File: src/rtl/sample_check_irq_pkg.sv
package sample_check_irq_pkg;
    localparam int NFLAG       = 9;
    localparam int F_PLL_LOST  = 0;
    localparam int F_PLL_LOCK  = 1;
    localparam int F_SYN_LOST  = 2;
    localparam int F_SYN_LOCK  = 3;
    localparam int F_FIFO_D1   = 4;
    localparam int F_FIFO_D2   = 5;
    localparam int F_CMP_PASS  = 6;
    localparam int F_FAIL_AUTO = 7;
    localparam int F_FAIL_HOLD = 8;

    typedef enum logic [1:0] {
        RA_EXP_I = 2'd0,
        RA_EXP_Q = 2'd1,
        RA_EN    = 2'd2,
        RA_FLAGS = 2'd3
    } reg_addr_e;
endpackage

File: src/rtl/sci_level_edge.sv
module sci_level_edge (
    input  logic clk,
    input  logic rst_n,
    input  logic level,
    output logic rise,
    output logic fall
);
    logic seen_d, seen_q;

    always_comb begin
        seen_d = level;
        rise   = level & ~seen_q;
        fall   = ~level & seen_q;
    end

    always_ff @(posedge clk or negedge rst_n) begin
        if (!rst_n) seen_q <= 1'b0;
        else        seen_q <= seen_d;
    end
endmodule

File: src/rtl/sci_ptr_gap.sv
module sci_ptr_gap #(
    parameter int PTR_W = 4
) (
    input  logic [PTR_W-1:0] wr_ptr,
    input  logic [PTR_W-1:0] rd_ptr,
    output logic             gap_one,
    output logic             gap_two
);
    logic [PTR_W-1:0] gap;

    always_comb begin
        gap     = wr_ptr - rd_ptr;
        gap_one = (gap == PTR_W'(1));
        gap_two = (gap == PTR_W'(2));
    end
endmodule

File: src/rtl/sci_pair_cmp.sv
module sci_pair_cmp #(
    parameter int SAMPLE_W = 16
) (
    input  logic                valid,
    input  logic [SAMPLE_W-1:0] got_i,
    input  logic [SAMPLE_W-1:0] got_q,
    input  logic [SAMPLE_W-1:0] want_i,
    input  logic [SAMPLE_W-1:0] want_q,
    output logic                hit,
    output logic                miss
);
    logic same;

    always_comb begin
        same = (got_i == want_i) && (got_q == want_q);
        hit  = valid & same;
        miss = valid & ~same;
    end
endmodule

File: src/rtl/sample_check_irq.sv
module sample_check_irq
    import sample_check_irq_pkg::*;
#(
    parameter int SAMPLE_W   = 16,
    parameter int PTR_W      = 4,
    parameter int GOOD_PAIRS = 8
) (
    input  logic                clk,
    input  logic                rst_n,
    input  logic                smp_valid,
    input  logic [SAMPLE_W-1:0] smp_i,
    input  logic [SAMPLE_W-1:0] smp_q,
    input  logic                pll_locked,
    input  logic                sync_locked,
    input  logic [PTR_W-1:0]    fifo_wr_ptr,
    input  logic [PTR_W-1:0]    fifo_rd_ptr,
    input  logic                reg_wr,
    input  logic [1:0]          reg_addr,
    input  logic [SAMPLE_W-1:0] reg_wdata,
    output logic [SAMPLE_W-1:0] reg_rdata,
    output logic                irq
);
    localparam int CNT_W = $clog2(GOOD_PAIRS + 1);

    typedef struct packed {
        logic [NFLAG-1:0]    flags;
        logic [NFLAG-1:0]    en;
        logic [SAMPLE_W-1:0] exp_i;
        logic [SAMPLE_W-1:0] exp_q;
        logic [CNT_W-1:0]    good_cnt;
        logic                irq;
    } state_t;

    state_t s_d, s_q;

    logic pll_rise, pll_fall, syn_rise, syn_fall;
    logic gap_one, gap_two;
    logic pair_hit, pair_miss;

    sci_level_edge u_pll_edge (
        .clk(clk), .rst_n(rst_n), .level(pll_locked),
        .rise(pll_rise), .fall(pll_fall)
    );

    sci_level_edge u_syn_edge (
        .clk(clk), .rst_n(rst_n), .level(sync_locked),
        .rise(syn_rise), .fall(syn_fall)
    );

    sci_ptr_gap #(.PTR_W(PTR_W)) u_gap (
        .wr_ptr(fifo_wr_ptr), .rd_ptr(fifo_rd_ptr),
        .gap_one(gap_one), .gap_two(gap_two)
    );

    sci_pair_cmp #(.SAMPLE_W(SAMPLE_W)) u_cmp (
        .valid(smp_valid), .got_i(smp_i), .got_q(smp_q),
        .want_i(s_q.exp_i), .want_q(s_q.exp_q),
        .hit(pair_hit), .miss(pair_miss)
    );

    logic [NFLAG-1:0] hw_set, sw_clr, auto_drop;

    always_comb begin
        s_d = s_q;

        hw_set              = '0;
        hw_set[F_PLL_LOST]  = pll_fall;
        hw_set[F_PLL_LOCK]  = pll_rise;
        hw_set[F_SYN_LOST]  = syn_fall;
        hw_set[F_SYN_LOCK]  = syn_rise;
        hw_set[F_FIFO_D1]   = gap_one;
        hw_set[F_FIFO_D2]   = gap_two;
        hw_set[F_CMP_PASS]  = pair_hit;
        hw_set[F_FAIL_AUTO] = pair_miss;
        hw_set[F_FAIL_HOLD] = pair_miss;

        sw_clr = (reg_wr && reg_addr == RA_FLAGS) ? reg_wdata[NFLAG-1:0] : '0;

        auto_drop = '0;
        if (pair_miss) begin
            s_d.good_cnt = '0;
        end else if (pair_hit && s_q.flags[F_FAIL_AUTO]) begin
            if (s_q.good_cnt == CNT_W'(GOOD_PAIRS - 1)) begin
                auto_drop[F_FAIL_AUTO] = 1'b1;
                s_d.good_cnt           = '0;
            end else begin
                s_d.good_cnt = s_q.good_cnt + CNT_W'(1);
            end
        end
        if (sw_clr[F_FAIL_AUTO] && !pair_miss) begin
            s_d.good_cnt = '0;
        end

        s_d.flags = (s_q.flags & ~sw_clr & ~auto_drop) | hw_set;

        if (reg_wr) begin
            case (reg_addr)
                RA_EXP_I: s_d.exp_i = reg_wdata;
                RA_EXP_Q: s_d.exp_q = reg_wdata;
                RA_EN:    s_d.en    = reg_wdata[NFLAG-1:0];
                default:  ;
            endcase
        end

        s_d.irq = |(s_d.flags & s_d.en);

        case (reg_addr)
            RA_EXP_I: reg_rdata = s_q.exp_i;
            RA_EXP_Q: reg_rdata = s_q.exp_q;
            RA_EN:    reg_rdata = SAMPLE_W'(s_q.en);
            default:  reg_rdata = SAMPLE_W'(s_q.flags);
        endcase
    end

    always_ff @(posedge clk or negedge rst_n) begin
        if (!rst_n) s_q <= '0;
        else        s_q <= s_d;
    end

    assign irq = s_q.irq;

    logic [NFLAG-1:0]    flags_w, en_w;
    logic [SAMPLE_W-1:0] exp_i_w, exp_q_w;
    assign flags_w = s_q.flags;
    assign en_w    = s_q.en;
    assign exp_i_w = s_q.exp_i;
    assign exp_q_w = s_q.exp_q;
endmodule

File: config.mk
export PLATFORM = sky130hd
export DESIGN_NAME = sample_check_irq
export DESIGN_NICKNAME = d
export VERILOG_FILES = /design/src/rtl/sample_check_irq_pkg.sv /design/src/rtl/sci_level_edge.sv /design/src/rtl/sci_ptr_gap.sv /design/src/rtl/sci_pair_cmp.sv /design/src/rtl/sample_check_irq.sv
export SDC_FILE = /design/constraint.sdc
export NUM_CORES = 1
export LEC_CHECK = 0
export BUFFER_PORTS_ARGS = -buffer_cell sky130_fd_sc_hd__buf_2
export CELL_PAD_IN_SITES_DETAIL_PLACEMENT = 0
export CELL_PAD_IN_SITES_GLOBAL_PLACEMENT = 2
export CORE_ASPECT_RATIO = 0.75
export CORE_MARGIN = 1.5
export CORE_UTILIZATION = 34
export CTS_BUF_LIST = sky130_fd_sc_hd__clkbuf_16
export DETAILED_ROUTE_END_ITERATION = 7
export GPL_TIMING_DRIVEN = 0
export PLACE_DENSITY_LB_ADDON = 0.1
export SKIP_CTS_REPAIR_TIMING = 1
export SLEW_MARGIN = 20
export SYNTH_ARGS = -nofsm -noshare
export SYNTH_HDL_FRONTEND = slang
export SYNTH_SLANG_ARGS = --single-unit
File: constraint.sdc
create_clock -name clk -period 2.7 [get_ports clk]
set_clock_uncertainty 0.2 [all_clocks]
set_input_delay 0.54 -clock clk [delete_from_list [all_inputs] [get_ports clk]]
set_output_delay 0.54 -clock clk [all_outputs]
set_load 0.05 [all_outputs]
==> impl_results.md, run 1 <==
* Clock Root Buffer: clkbuf_16
* Synth top area share at 43.9%
* Final period utilization at 97.2%
* DR iter-0 viols at ~100
* Post-synthesis simple-gate area fraction at about an eighth
* # diodes at 0
* Hold Vio Cnt, Final at 0
* Post-route cell area at roughly 0.0041 mm^2
* Initial antenna violation count at 0
* Fillers at a little over 900
* Worst Reg-to-Reg Cells at 5
* FMAX at between 0.3 and 0.4 GHz
* Initial core utilization at 35.4%
* Wire length of the first global-routing pass at around 14000 um
* Synth Area in Compound Gates at around 7.6%
* CP Launch Point: reg_addr[0]
* Distinct cell type count after synthesis at between 40 and 50
* Reg-to-Reg Start: exp_q_w[13]$_DFFE_PN0P_
* Setup ws final at ~0.075 ns
* Nets at about 430
* Status: finished clean
* Cells after synthesis at around 270
* WP data arrival at between 1.5 and 2 ns
* DIE AREA at 0.0101 mm^2
* Vias per inst at roughly 5.1
* # DRC at 0
* Register area share after synthesis at roughly 44%
* Final setup violation count at 0
* Post-synth EDFFs at 0
* Worst-Margin Slew at roughly 0.8 ns
* Clock Latency Late Sink at 0.33 ns
* Final Slew Violations at 0
* Critical path class: in -> out
* Largest net degree at the start of global routing at 58
* Fraction of layout instances using a drive strength above 1 at about 32%
* Yosys top cell by area: dfrtp_1
* Worst Path Max Fanout at 12
* Adder-cell area share of the yosys netlist at around 2.2%
* Dpl ws at -0.683 ns
* Synthesized cell area at 0.00325 mm^2
* Die width at 116 um
* Syn Nets at roughly 340
* Synth warnings at 0
* Top-level I/O count at around 80
* Detailed Route WL at between 9000 and 10000 um
* Grt ovf at 0
* CTS tree: done
* Reg2reg setup slack at roughly 0.43 ns
* Commonest cells in the netlist: dfrtp_1, xor2_1, mux2_1, nand2_1, nor4_1
* Mux cell area share after synthesis at approximately 23%
* Htree depth at 3
* Drt wl/cell at about 18 um
* Min Hold Slack at 0.0825 ns
* Most numerous cell in the Yosys netlist: dfrtp_1
* Core area at slightly above 0.009 mm^2
* Setup Total Neg Slack at 0 ns
* RR Endpoint: flags_w[7]$_DFF_PN0_
* Setup crit end kind: primary output
* CTS clock-pin slew for the worst setup and hold paths at ~0.05 ns
* Detail Route Antenna Nets at 0
* Main combinational cell family by area after synthesis: multiplexers
* RD Place Congestion at 0.796
* Number of global-route vias before repair at 2640
* Synth async-reset ratio at 100%
* Worst hold-check path type: in -> async
* Worst Path Required at 1.96 ns
* Pleak at between 1.5 and 2 nW
* Startpoint Class: input port
* Die H at around 88 um
* FP Rows at 30
* #FFs+latches synth at 57
* Num CTS Buffers at 9
* Clk sinks at 57
* Synth-to-layout area growth at 25.5%
* Port bufs at between 70 and 80
* Max transition margin at a little under half
* Top FF cell, synth: dfrtp_1
* Gr usage total at between 10% and 20%
* Post-DP Area at around 0.0038 mm^2
* Area contributors post-synth: dfrtp_1, mux2_1, xor2_1
* Worst VDD drop at roughly 0.32 mV
* Via Count at around 2500
* Power density cells at about 690 mW/mm^2
* Max-cap violations at 0
* Max Buffers Root-to-Sink at 2
* First drt pass iteration count at 6
* DPL Wire Length at around 7000 um
* Fin crit period at between 2 and 3 ns
* Post-synthesis xor/xnor area fraction at around a tenth
* Syn avg cell area at 11.8 um^2
power by group:
group	leakage [nW]	switching [W]	internal, W
Clock	0.136	0.000374	0.000600
Combinational	1.06	0.000426	0.000303
Sequential	0.669	0.000122	0.000995
Total	1.87	0.000922	0.00190
layout make-up:
| type | count | area, um^2 | share of cell area [%] |
|---|---|---|---|
| well taps | 128 | 160 | 3.93 |
| multi-input cells | 197 | 1730 | 42.5 |
| plain buffers | 9 | 66.3 | 1.63 |
| repair buffers | 79 | 400 | 9.83 |
| clock inverters | 7 | 30.0 | 0.737 |
| flip-flops and latches | 57 | 1430 | 35.0 |
| clock buffers | 9 | 225 | 5.53 |
| inverters | 9 | 33.8 | 0.829 |
layer usage:
metal  part of all wire, %  vias to the layer above  routed length (um)  track usage, %
met2                    41                       70                3710            27.4
met1                    53                     1246                4770            29.5
met3                   5.3                        9                 481            4.36
li1                      -                     1203                   -               -
met4                  0.95                        0                  86            5.99
met5                     0                        -                   0               0
worst max-delay path by stage:
stage,endpoint,cells after the start,slack [ns]
6_report,reg_rdata[4],5,0.07
5_1_grt,reg_rdata[6],5,-0.0003
4_1_cts,reg_rdata[5],6,-0.69
3_5_place_dp,reg_rdata[5],6,-0.68
3_3_place_gp,reg_rdata[6],6,-0.72
2_1_floorplan,reg_rdata[10],5,0.01
stage by stage:
step                total power (W)  instances  util, %
CTS                         0.00285        497     44.3
floorplan                   0.00161        274        -
global route                0.00297        495     44.5
finish                      0.00282        495     44.5
global placement            0.00185        481     41.5
detailed placement          0.00186        481     41.5
layout by cell type (no fill, tap or decap), types with 2 or more instances in the layout:
cell type  instances
and4_1             4
mux4_2             9
nor2b_1            2
a31oi_1            5
clkinv_1           2
nand3b_1           2
mux2_1            30
a22o_1             6
mux2i_1            7
a222oi_1           2
ha_1               4
nand3_1            3
clkinv_2           3
clkbuf_16          9
o211ai_1           2
mux2_2             8
nand4_1            7
nor2_1             9
xor2_1            34
buf_2             82
nand2b_1           4
mux2_4             2
a21oi_1            5
inv_1             11
nor3_1             3
dfrtp_1           57
buf_8              2
nor4_1            10
o2bb2ai_1          2
nand2_1           17
clkbuf_4           2
flip-flops by register name, summed over array words and instances, names as in the netlist:
| signal | flops |
|---|---|
| en_w | 9 |
| irq | 1 |
| u_pll_edge.seen_q | 1 |
| s_q | 4 |
| u_syn_edge.seen_q | 1 |
| flags_w | 9 |
| exp_q_w | 16 |
| exp_i_w | 16 |
cells by family (layout without fill, tap and decap cells):
| logic type | Yosys count | in the layout |
|---|---|---|
| AND/OR/NAND/NOR | 68 | 68 |
| AO/OA/AOI/OAI | 33 | 33 |
| multiplexers | 56 | 56 |
| XOR/XNOR | 35 | 35 |
| flip-flops | 57 | 57 |
| buffers and inverters | 20 | 113 |
| adder cells (fa/ha/maj) | 5 | 5 |
worst max-delay path, cell delays in order:
cell,delay (ns)
clkbuf_4,0.20
buf_8,0.19
buf_8,0.19
mux4_2,0.52
buf_2,0.23
No activity file was read; power rests on OpenSTA's default activity.
==> inputs of run 2 (changes only) <==
--- a/config.mk
+++ b/config.mk
@@ -15,6 +15,7 @@
 export DETAILED_ROUTE_END_ITERATION = 7
 export GPL_TIMING_DRIVEN = 0
 export PLACE_DENSITY_LB_ADDON = 0.1
+export REMOVE_ABC_BUFFERS = 1
 export SKIP_CTS_REPAIR_TIMING = 1
 export SLEW_MARGIN = 20
 export SYNTH_ARGS = -nofsm -noshare
==> impl_results.md, run 2 (synthesis results as in run 1) <==
* Max Buffers Root-to-Sink at 2 (unchanged)
* Largest net degree at the start of global routing at 58 (unchanged)
* # diodes at 0 (unchanged)
* Max transition margin at 33.9% (-12 points)
* Clock Root Buffer: clkbuf_16
* Fillers at 898 (-3.0%)
* Startpoint Class: input port
* Drt wl/cell at 17.7 um (-2.9%)
* CTS tree: done
* Vias per inst at 5.11 (about the same)
* Pleak at 1.87 nW (-0.22%)
* Register area at 0.00143 mm^2 (unchanged)
* DPL Wire Length at 6180 um (-9.4%)
* Net Sw Power at 0.000914 W (-0.93%)
* Int Pwr at 0.00199 W (+4.8%)
* RD Place Congestion at 0.903 (+13%)
* FMAX at 0.387 GHz (+1.6%)
* Fraction of layout instances using a drive strength above 1 at 31.7% (-0.74 points)
* Detail Route Antenna Nets at 0 (unchanged)
* Worst-Margin Slew at 0.988 ns (+0.188 ns)
* Switching share of power at 31.5% (-1.2 points)
* Worst Reg-to-Reg Cells at 5 (unchanged)
* Reg2reg setup slack at 0.50 ns (+0.07 ns)
* CTS clock-pin slew for the worst setup and hold paths at 0.05 ns (about the same)
* Most frequent cells in the layout: buf_2, dfrtp_1, xor2_1, mux2_1, nand2_1
* Max-cap violations at 0 (unchanged)
* Fin util at 44.5% (+0.068 points)
* Via Count at 2510 (-0.71%)
* Final setup violation count at 0 (unchanged)
* Final period utilization at 95.7% (-1.6 points)
* Worst Path Max Fanout at 30 (+18)
* Reg-to-Reg Start: exp_q_w[13]$_DFFE_PN0P_
* Gr usage total at 18.6% (-0.82 points)
* Synth-to-layout area growth at 25.7%
* Power density cells at 711 mW/mm^2 (+2.8%)
* Detailed Route WL at 8710 um (-3.7%)
* Initial antenna violation count at 0 (unchanged)
* Worst Path Required at 1.96 ns (about the same)
* Worst VDD drop at 0.341 mV (+7.4%)
* Status: finished clean
* Die width at 116 um (unchanged)
* Multi-input logic area at 0.00174 mm^2 (+0.36%)
* Clk sinks at 57 (unchanged)
* Initial core utilization at 35.4% (unchanged)
* Core area at 0.00916 mm^2 (unchanged)
* Overall Power at 0.00290 W (+2.9%)
* RR Endpoint: flags_w[8]$_DFF_PN0_
* Setup crit end kind: primary output
* First drt pass iteration count at 5 (-1)
* Clock Latency Late Sink at 0.33 ns (about the same)
* Die H at 87.6 um (unchanged)
* FP Rows at 30 (unchanged)
* Final Slew Violations at 0 (unchanged)
* Nets at 427 (-0.93%)
* Num CTS Buffers at 9 (unchanged)
* Clock power frac at 37.0% (+2.4 points)
* Wire length of the first global-routing pass at 13700 um (-4.9%)
* Number of global-route vias before repair at 2453 (-7.1%)
* Combinational Power Share at 24.6% (-1.2 points)
* # DRC at 0 (unchanged)
* Most common cell after layout, fill and taps aside: buf_2
* Htree depth at 3 (unchanged)
* WP data arrival at 1.84 ns (-0.05 ns)
* Register share of total power at 38.4% (-1.2 points)
* Top-level I/O count at 81 (unchanged)
* Fin crit period at 2.58 ns (-0.0419 ns)
* Setup Total Neg Slack at 0 ns (unchanged)
* Hold Vio Cnt, Final at 0 (unchanged)
* DIE AREA at 0.0101 mm^2 (unchanged)
* Critical path class: in -> out
* Grt ovf at 0 (unchanged)
* RSZ-0062 raised after global routing: false
* Worst hold-check path type: in -> async
* DR iter-0 viols at 133 (+32%)
* Port bufs at 80 (+1.3%)
-- run 2: layout make-up --
type                       instances  share of cell area, %
multi-input combinational        197                   42.6
sequential                        57                   35.0
timing repair buffer              84                   10.9
clock buffer                       9                   5.52
tap                              128                   3.93
clock inverter                     7                   1.32
inverter                           9                  0.828
-- run 2: power groups by stage --
stage	clock, W	combinational [W]	sequential (W)
after CTS	0.00111	0.000721	0.00112
after global placement	0	0.000712	0.00113
after global routing	0.00113	0.000777	0.00114
after floorplan	0	0.000499	0.00109
after detailed placement	0	0.000715	0.00113
final	0.00107	0.000713	0.00111
-- run 2: how the worst max path moves through the flow --
stage / from / slack, ns / endpoint
detailed placement: reg_addr[1] / -0.78 / irq$_DFF_PN0_
global route: reg_addr[1] / 0.04 / irq$_DFF_PN0_
finish: reg_addr[0] / 0.12 / reg_rdata[3]
global placement: reg_addr[1] / -0.79 / irq$_DFF_PN0_
CTS: reg_addr[1] / -0.44 / irq$_DFF_PN0_
floorplan: reg_addr[0] / 0.52 / irq$_DFF_PN0_
-- run 2: per-stage QoR --
step,instances,hold WS [ns],setup slack (ns),instance area (um^2)
floorplan,263,0.0444,0.521,3190
global placement,471,0.314,-0.785,3750
detailed placement,472,0.308,-0.781,3780
CTS,488,0.115,-0.442,4060
global route,491,0.142,0.0410,4080
finish,491,0.0772,0.116,4080
-- run 2: worst max-delay path, stage by stage --
cell,delay (ns)
clkbuf_4,0.46
mux4_2,0.60
buf_2,0.23
-- run 2: layer usage --
metal	vias up	track usage [%]	share of wire, %
met2	78	26.3	42
li1	1202	-	-
met1	1222	27.3	51
met5	-	0	0
met3	8	5.19	5.3
met4	0	6.32	1.2
==> inputs of run 3 (changes only) <==
--- a/config.mk
+++ b/config.mk
@@ -10,14 +10,16 @@
 export CELL_PAD_IN_SITES_GLOBAL_PLACEMENT = 2
 export CORE_ASPECT_RATIO = 0.75
 export CORE_MARGIN = 1.5
-export CORE_UTILIZATION = 34
+export CORE_UTILIZATION = 35
 export CTS_BUF_LIST = sky130_fd_sc_hd__clkbuf_16
 export DETAILED_ROUTE_END_ITERATION = 7
 export GPL_TIMING_DRIVEN = 0
 export PLACE_DENSITY_LB_ADDON = 0.1
 export REMOVE_ABC_BUFFERS = 1
+export SETUP_SLACK_MARGIN = 0.2
 export SKIP_CTS_REPAIR_TIMING = 1
 export SLEW_MARGIN = 20
 export SYNTH_ARGS = -nofsm -noshare
 export SYNTH_HDL_FRONTEND = slang
+export SYNTH_HIERARCHICAL = 1
 export SYNTH_SLANG_ARGS = --single-unit
==> constraint.sdc (replaced) <==
create_clock -name clk -period 2.7 [get_ports clk]
set_clock_uncertainty 0.2 [all_clocks]
set_input_delay 0.27 -clock clk [delete_from_list [all_inputs] [get_ports clk]]
set_output_delay 0.27 -clock clk [all_outputs]
set_load 0.05 [all_outputs]
==> impl_results.md, run 3 <==
* Status: finished with violations
* Failing checks: negative hold slack
* Multi-input logic area at 0.00164 mm^2 (-5.7%)
* Core area at 0.00853 mm^2 (-6.9%)
* Placed insts at 422 (-11%)
* Power density cells at 778 mW/mm^2 (+9.4%)
* Cells after synthesis at 242 (-12%)
* Startpoint Class: flip-flop
* Worst stage delay on the critical path at 0.47 ns (-0.13 ns)
* Critical path class: reg -> reg
* Detail Route Antenna Nets at 0 (unchanged)
* RSZ-0062 raised after global routing: true
* Synth async-reset ratio at 100% (unchanged)
* DPL Wire Length at 5470 um (-11%)
* Fraction of layout instances using a drive strength above 1 at 47.5% (+16 points)
* #FFs+latches synth at 57 (unchanged)
* Grt ovf at 0 (unchanged)
* Register share of total power at 35.2% (-3.2 points)
* Register area share after synthesis at 45.9% (+2.0 points)
* DR iter-0 viols at 85 (-36%)
* Worst VDD drop at 0.472 mV (+39%)
* Num CTS Buffers at 9 (unchanged)
* Detailed Route WL at 7720 um (-11%)
* Via Count at 2203 (-12%)
* Largest net degree at the start of global routing at 58 (unchanged)
* CTS clock-pin slew for the worst setup and hold paths at 0.05 ns (about the same)
* Final period utilization at 88.2% (-7.4 points)
* Post-synth EDFFs at 0 (unchanged)
* Distinct cell type count after synthesis at 41 (-15%)
* CP delay by family, top: simple AND/OR/NAND/NOR gates
* Port bufs at 80 (unchanged)
* Synthesized cell area at 0.00311 mm^2 (-4.3%)
* Worst path slowest cell: or4_1
* # DRC at 0 (unchanged)
* Synth top area share at 45.9% (+2.0 points)
* Non-Filler Instances at 445 (-9.4%)
* Switching share of power at 28.9% (-2.6 points)
* Pleak at 1.78 nW (-4.5%)
* FP Rows at 29 (-3.3%)
* Area contributors post-synth: dfrtp_1, mux2_2, xnor2_1
* Int Pwr at 0.00223 W (+12%)
* Worst Path Max Fanout at 5 (-83%)
* Gr usage total at 17.2% (-1.3 points)
* Worst hold-check path type: in -> reg
* WP data arrival at 2.43 ns (+0.59 ns)
* CP Buf/Inv Count at 0 (-2)
* Top-level I/O count at 81 (unchanged)
* Die H at 84.6 um (-3.5%)
* CTS tree: done
* Clock Latency Late Sink at 0.32 ns (about the same)
* Vias per inst at 4.95 (-3.2%)
* Die width at 112 um (-3.5%)
* Initial antenna violation count at 0 (unchanged)
* Max transition margin at 35.6% (+1.7 points)
* Nets at 401 (-6.1%)
* First drt pass iteration count at 4 (-1)
* Synth-to-layout area growth at 29.9%
* Wire length of the first global-routing pass at 12200 um (-11%)
* Post-route cell area at 0.00404 mm^2 (-1.1%)
* Most frequent cells in the layout: buf_2, dfrtp_1, mux2_2, xnor2_1, nand4_1
* Critical-path cell list: xnor2_1 -> nand4_1 -> nor4_2 -> and3_4 -> nand2_2 -> or4_1 -> a21oi_1
* Most numerous cell in the Yosys netlist: dfrtp_1
* Yosys top cell by area: dfrtp_1
* Drt wl/cell at 17.4 um (-2.2%)
* Worst Path Required at 2.74 ns (+0.78 ns)
* Combinational Power Share at 24.3% (-0.3 points)
* Hold Vio Cnt, Final at 6 (+6)
* Htree depth at 3 (unchanged)
* Fin crit period at 2.38 ns (-0.201 ns)
* Post-DP Area at 0.00361 mm^2 (-4.4%)
* Max Buffers Root-to-Sink at 2 (unchanged)
* Final Slew Violations at 0 (unchanged)
* RD Place Congestion at 0.723 (-20%)
* Number of global-route vias before repair at 2351 (-4.2%)
* Register area at 0.00143 mm^2 (unchanged)
* DIE AREA at 0.00946 mm^2 (-6.8%)
* Initial core utilization at 36.4% (+1.0 points)
* Syn avg cell area at 12.8 um^2 (+8.4%)
* Min Hold Slack at -0.00138 ns (-0.0786 ns)
* Commonest cells in the netlist: dfrtp_1, mux2_2, xnor2_1, nand4_1, nor2_1
* Setup Total Neg Slack at 0 ns (unchanged)
* Clock Root Buffer: clkbuf_16
* Synth warnings at 6 (+6)
* Clk sinks at 57 (unchanged)
* Max-cap violations at 0 (unchanged)
* Setup crit end kind: flip-flop
* Net Sw Power at 0.000908 W (-0.59%)
* Top FF cell, synth: dfrtp_1
* # diodes at 0 (unchanged)
* Final setup violation count at 0 (unchanged)
* FMAX at 0.420 GHz (+8.4%)
* Clock power frac at 40.6% (+3.6 points)
* Worst-Margin Slew at 0.964 ns (-0.0247 ns)
* Fillers at 785 (-13%)
* Most common cell after layout, fill and taps aside: buf_2
==> run 3: changes by cell type in the layout (fill, tap and decap cells not counted), moves of 6 or more <==
cell           previous run  this run
xor2_1                   34         2
mux2_1                   30         0
nor4_1                   10         0
inv_1                    11         4
xnor2_1                   1        33
mux2_2                    8        41
nand4_1                   7        17
nand2_1                  17         6
dlygate4sd3_1             0         6
a21o_1                    1         9
a22o_1                    6         0
==> run 3: cells by family (layout without fill, tap and decap cells) <==
group	Yosys count	count (layout)	share of synthesized area, %
xor gates and xnor gates	35	35	9.87
adders and majority gates	5	5	2.26
DFF	57	57	45.9
and+or+nand+nor	52	52	10.3
muxes	57	57	23.6
buffers and inverters	13	108	2.25
AOI/OAI and AO/OA	23	23	5.80
==> run 3: final cells by class <==
type	instances	share of cell area, %
multi-input cells	172	40.6
clock buffers	9	5.58
clock inverters	7	2.70
repair buffers	88	12.0
flip-flops and latches	57	35.3
inverters	4	0.372
well taps	108	3.35
==> run 3: path summary, 6_finish.rpt <==
path	startpoint	endpoint	slack, ns	depth (start not counted)
max	exp_i_w[7]$_DFFE_PN0P_	s_q[4]$_DFFE_PN0P_	0.32	7
min	reg_wdata[10]	exp_i_w[10]$_DFFE_PN0P_	-0.001	2
max reg2reg	exp_i_w[7]$_DFFE_PN0P_	s_q[4]$_DFFE_PN0P_	0.32	7
min reg2reg	flags_w[0]$_DFF_PN0_	flags_w[0]$_DFF_PN0_	0.31	1
max in group asynchronous	rst_n	exp_i_w[9]$_DFFE_PN0P_	1.44	2
min in group asynchronous	rst_n	flags_w[5]$_DFF_PN0_	0.36	2
==> run 3: metrics by stage <==
step           total power (W)  setup slack [ns]  util, %
2_1_floorplan          0.00163             0.574        -
3_3_place_gp           0.00187           -0.0722     42.1
3_5_place_dp           0.00188           -0.0669     42.3
4_1_cts                0.00317            0.0901     46.3
5_1_grt                0.00328             0.183     47.3
6_report               0.00314             0.318     47.3
==> run 3: power groups by stage <==
stage	clock (W)	combinational, W	sequential, W
3_5_place_dp	0	0.000758	0.00112
6_report	0.00127	0.000761	0.00110
3_3_place_gp	0	0.000753	0.00111
2_1_floorplan	0	0.000542	0.00109
4_1_cts	0.00131	0.000763	0.00110
5_1_grt	0.00134	0.000821	0.00112
==> run 3: routing by layer <==
layer | vias up | global-route usage, % | routed length (um)
met3 | 7 | 5.78 | 378
met1 | 1067 | 23.0 | 3770
met4 | 0 | 4.26 | 78
li1 | 1075 | - | -
met2 | 54 | 27.2 | 3490
met5 | - | 0 | 0
==> run 3: worst reg2reg max path, delay by kind of cell (launching register included) <==
family	cells	cell delay, ns
AND/OR/NAND/NOR	5	1.34
flip-flops	1	0.40
XOR/XNOR	1	0.23
AO/OA/AOI/OAI	1	0.14
